--- src/rtl/hrPkg.sv ---
package hrPkg;
  // Strobes from control to datapath
  typedef struct packed {
    logic capLoad;   // sample data bus into holding register
    logic driveAll;  // replay held byte on all bits
    logic forceTop;  // pull top bits low to fake a NOP
  } hrStrobes_t;
endpackage

--- src/rtl/hrCtrl.sv ---
module hrCtrl
  import hrPkg::*;
(
  input  logic       clk,
  input  logic       rstN,
  input  logic       cpuClk,
  input  logic       mreqN,
  input  logic       m1N,
  input  logic       rfshN,
  input  logic       a15,
  input  logic       gfxEn,
  output hrStrobes_t strobes,
  output logic       memInhibit,
  output logic       extBufEn
);
  logic refreshSlot;
  logic videoFetch;

  always_comb begin
    refreshSlot      = !rfshN;
    videoFetch       = a15 && !m1N;
    strobes.capLoad  = !mreqN && rfshN && !cpuClk;
    strobes.driveAll = gfxEn && refreshSlot;
    strobes.forceTop = gfxEn && videoFetch && !strobes.driveAll;
    memInhibit       = strobes.driveAll || strobes.forceTop;
    extBufEn         = !mreqN && !memInhibit;
  end


  strobe_exclusive_chk: assert property (@(posedge clk) disable iff (!rstN)
    !(strobes.driveAll && strobes.forceTop));


  gfx_off_quiet_chk: assert property (@(posedge clk) disable iff (!rstN)
    !gfxEn |-> !memInhibit);
endmodule

--- src/rtl/hrData.sv ---
module hrData
  import hrPkg::*;
#(
  parameter int DATA_W   = 8,
  parameter int NOP_BITS = 2
) (
  input  logic              clk,
  input  logic              rstN,
  input  hrStrobes_t        strobes,
  input  logic [DATA_W-1:0] dIn,
  output logic [DATA_W-1:0] dOut,
  output logic [DATA_W-1:0] dOe
);
  localparam logic [DATA_W-1:0] ALL_ONES  = {DATA_W{1'b1}};
  localparam logic [DATA_W-1:0] FORCE_MSK =
    ALL_ONES << (DATA_W - NOP_BITS);

  logic [DATA_W-1:0] capReg;

  always_ff @(posedge clk) begin
    if (!rstN)                capReg <= '0;
    else if (strobes.capLoad) capReg <= dIn;
  end

  always_comb begin
    if (strobes.driveAll) begin
      dOe  = ALL_ONES;
      dOut = capReg;
    end else if (strobes.forceTop) begin
      dOe  = FORCE_MSK;
      dOut = '0;
    end else begin
      dOe  = '0;
      dOut = '0;
    end
  end


  capture_load_chk: assert property (@(posedge clk) disable iff (!rstN)
    strobes.capLoad |=> capReg == $past(dIn));


  capture_hold_chk: assert property (@(posedge clk) disable iff (!rstN)
    !strobes.capLoad |=> $stable(capReg));


  undriven_zero_chk: assert property (@(posedge clk) disable iff (!rstN)
    (dOut & ~dOe) == '0);
endmodule

--- src/rtl/hiResCapture.sv ---
module hiResCapture
  import hrPkg::*;
(
  input  logic       clk,
  input  logic       rstN,
  input  logic       cpuClk,
  input  logic       mreqN,
  input  logic       m1N,
  input  logic       rfshN,
  input  logic       a15,
  input  logic       gfxEn,
  input  logic [7:0] dIn,
  output logic [7:0] dOut,
  output logic [7:0] dOe,
  output logic       memInhibit,
  output logic       extBufEn
);
  hrStrobes_t strobes;

  hrCtrl u_ctrl (
    .clk(clk), .rstN(rstN), .cpuClk(cpuClk), .mreqN(mreqN), .m1N(m1N),
    .rfshN(rfshN), .a15(a15), .gfxEn(gfxEn), .strobes(strobes),
    .memInhibit(memInhibit), .extBufEn(extBufEn)
  );

  hrData #(.DATA_W(8), .NOP_BITS(2)) u_data (
    .clk(clk), .rstN(rstN), .strobes(strobes), .dIn(dIn),
    .dOut(dOut), .dOe(dOe)
  );


  inhibit_matches_drive_chk: assert property (@(posedge clk) disable iff (!rstN)
    memInhibit == (dOe != 8'h00));


  extbuf_no_contention_chk: assert property (@(posedge clk) disable iff (!rstN)
    extBufEn |-> (!mreqN && dOe == 8'h00));


  force_top_low_chk: assert property (@(posedge clk) disable iff (!rstN)
    (gfxEn && a15 && !m1N && rfshN) |-> (dOe == 8'hC0 && dOut == 8'h00));


  release_on_rfsh_chk: assert property (@(posedge clk) disable iff (!rstN)
    (rfshN && !(gfxEn && a15 && !m1N)) |-> dOe == 8'h00);
endmodule

--- config.mk ---
export PLATFORM = sky130hd
export DESIGN_NAME = hiResCapture
export DESIGN_NICKNAME = d
export VERILOG_FILES = /design/src/rtl/hrPkg.sv /design/src/rtl/hrCtrl.sv /design/src/rtl/hrData.sv /design/src/rtl/hiResCapture.sv
export SDC_FILE = /design/constraint.sdc
export NUM_CORES = 1
export LEC_CHECK = 0
export BUFFER_PORTS_ARGS = -buffer_cell sky130_fd_sc_hd__buf_4
export CAP_MARGIN = 20
export CORE_MARGIN = 3
export CORE_UTILIZATION = 30
export CTS_CLUSTER_SIZE = 10
export DETAILED_ROUTE_END_ITERATION = 12
export MAX_ROUTING_LAYER = met4
export SETUP_SLACK_MARGIN = 0.3
export SYNTH_ARGS = -nofsm -noshare
export SYNTH_HDL_FRONTEND = slang
export SYNTH_SLANG_ARGS = --single-unit
--- constraint.sdc ---
create_clock -name clk -period 3 [get_ports clk]
set_clock_uncertainty 0.1 [all_clocks]
set_input_delay 0.6 -clock clk [delete_from_list [all_inputs] [get_ports clk]]
set_output_delay 0.6 -clock clk [all_outputs]
set_load 0.03 [all_outputs]
==> results.yml <==
pwr:
  internal_power_uw: 184
  p_clk_share_pct: 32.1
  swShare_pct: 28.6
  ir_worst_vdd_uv: 246
  powerDensity_nw_per_um2: 390
  seqPwrFrac_pct: 43.2
  p_leak_nw: 0.314
  pwr-share-comb_pct: 24.7
  switching_power_uw: 73.7
sta:
  fin_crit_sh_pct: 72.5
  max_freq_ghz: 0.460
  tightest_slew_ps: 587
  slew_headroom_pct: 60.8
  post-route-min-period_ps: 2170
  finalHoldViolCount: 0
  timing.setup.tns_ps: 0
  maxSlewViolCount: 0
  worst_slack_ps: 825
  setup_viol: 0
  rsz0062_at_grt: "false"
yosys:
  synthAdderAreaFrac_pct: 0
  syn_area_sq_um: 465
  synth_top_family_by_area: "simple AND/OR/NAND/NOR gates"
  synth_compound_area_share_pct: 11.8
  synth_area_leaders: "dfxtp_1 (34%), buf_4 (13%), and2_1 (11%), nand3_1 (8.6%), o21ai_0 (6.5%)"
  synth_cell_types: 16
  synth_top_area_share_pct: 34.4
  synth_xor_area_share_pct: 0
  postSynthCellCount: 57
  synth_nets: 73
  muxShareOfSynthArea_pct: 0
  synth_seq_cells: 8
  yosysWarnings: 0
  yosys.area_share.simple_pct: 33.6
  synth_area_leader_cell: "dfxtp_1"
  avgSynthCellArea_sq_um: 8.17
  yosysSeqAreaShare_pct: 34.4
layout:
  final_cell_count_no_fill: 96
  regMostFlops: "u_data.capReg"
  largest_register_ffs: 8
  nNetsFinal: 99
  largestRegisters: "u_data.capReg x8"
  drive_gt1_share_pct: 48.1
  fillers: 127
  antenna_cells: 0
  syn2layout_area_growth_pct: 41.9
global_routing:
  grt_pass1_wl_microns: 1480
  first_global_vias: 364
  antenna_found_initial: 0
  grtUsageTotal_pct: 10.9
  grt_max_degree: 17
  grt_overflow_total: 0
outcome:
  status: "finished clean"
clocking:
  clk_path_buf_depth: 2
  clock_latency_ps: 250
  post_cts_buffers: 0
  cts_max_level: 1
  cts_tree: "done"
  root_buffer: "clkbuf_4"
  cts_made_buffers: 3
  cts_hold_buf: 0
  clkSinkCount: 8
  post_cts_resized: 0
  cts.clk_slew.worst_paths_ps: 50
routing:
  vias: 431
  drt_wl_total_microns: 1020
  via_per_inst: 4.49
  drtPass1Iterations: 4
  ant_nets: 0
  wire_per_inst_microns: 10.6
  drt_iter0_markers: 4
  drc: 0
place:
  gp_congestion: 0.699
  post-place-ws_ps: 817
  dp_hpwl_microns: 761
  dp.cells: 93
  io_buffers: 33
setup_path:
  worstSetupPathType: "input port to output port"
  crit_fanout: 4
  r2r_slack_ps: 2330
  cp.required_ps: 2300
  worstSetupStartpointType: "input port"
  crit_path_end_kind: "output port"
  cp.arrival_ps: 1470
job:
  maxCapViolations: 0
worst_hold_path:
  min_path_type: "flip-flop to flip-flop"
floorplan:
  start_util_pct: 33.7
  chipHeight_microns: 45.4
  die_area_sq_um: 2060
  io_pins: 34
  coreArea_sq_um: 1380
  rows: 13
  die_x_microns: 45.4
-- synth_stat cells --
cell and count:
clkbuf_1 1, o21ai_2 2, buf_6 1, nand3_1 8
and2b_1 1, o21ai_0 6, buf_4 8, dfxtp_1 8
nand2_1 8, clkbuf_8 1, nor3b_4 1, and2_1 8
clkbuf_2 1, nand2b_1 1, nor2_1 1, a21boi_0 1
-- power groups by stage --
stage	Clock, mW	Combinational [mW]	Sequential (mW)
2_1_floorplan	0	0.0438	0.113
3_3_place_gp	0	0.0637	0.114
3_5_place_dp	0	0.0640	0.114
4_1_cts	0.0863	0.0643	0.111
5_1_grt	0.0935	0.0682	0.112
6_report	0.0826	0.0636	0.111
-- worst max-delay path, stage by stage --
cell,delay (ps)
buf_4,100
nand2b_1,130
a21boi_0,380
nor2_1,80
buf_4,180
-- per-stage QoR --
step	total power, mW	utilization [%]	hold slack, ps	cell area, sq um
after floorplan	0.157	-	331	465
after global placement	0.177	46.2	340	638
after detailed placement	0.178	46.2	345	638
after CTS	0.262	47.8	355	661
after global routing	0.273	47.8	363	661
final	0.257	47.8	353	661
-- cell type report --
| cell class | instances | area [sq um] | share of cell area (%) |
|---|---|---|---|
| Timing Repair Buffer | 33 | 248 | 37.5 |
| Multi-Input combinational cell | 37 | 211 | 32.0 |
| Sequential cell | 8 | 160 | 24.2 |
| Clock buffer | 3 | 22.5 | 3.41 |
| Tap cell | 15 | 18.8 | 2.84 |
-- layer usage --
metal	wire length, microns	global-route usage (%)	part of all wire, %
met3	89	5.93	8.8
met5	0	-	0
met2	483	16.4	48
met4	9	5.26	0.89
met1	434	11.6	43
-- cells by family (layout without fill, tap and decap cells) --
group           count (synthesis)  count (layout)
compound gates                  9               9
flops                           8               8
simple gates                   28              28
buf+inv                        12              36
-- final timing paths --
check	to	cells past startpoint	start
max	extBufEn	5	m1N
min	u_data.capReg[6]	2	u_data.capReg[6]
max reg2reg	u_data.capReg[2]	2	u_data.capReg[2]
min reg2reg	u_data.capReg[6]	2	u_data.capReg[6]
-- placed cells by master (no fill, tap or decap) --
cell type / count
nand2_1: 8
nor3b_4: 1
nor2_1: 1
nand3_1: 8
and2_1: 8
clkbuf_4: 3
o21ai_0: 6
buf_4: 33
o21ai_2: 2
dfxtp_1: 8
nand2b_1: 1
and2b_1: 1
a21boi_0: 1
(Power assumes the default switching activity.)
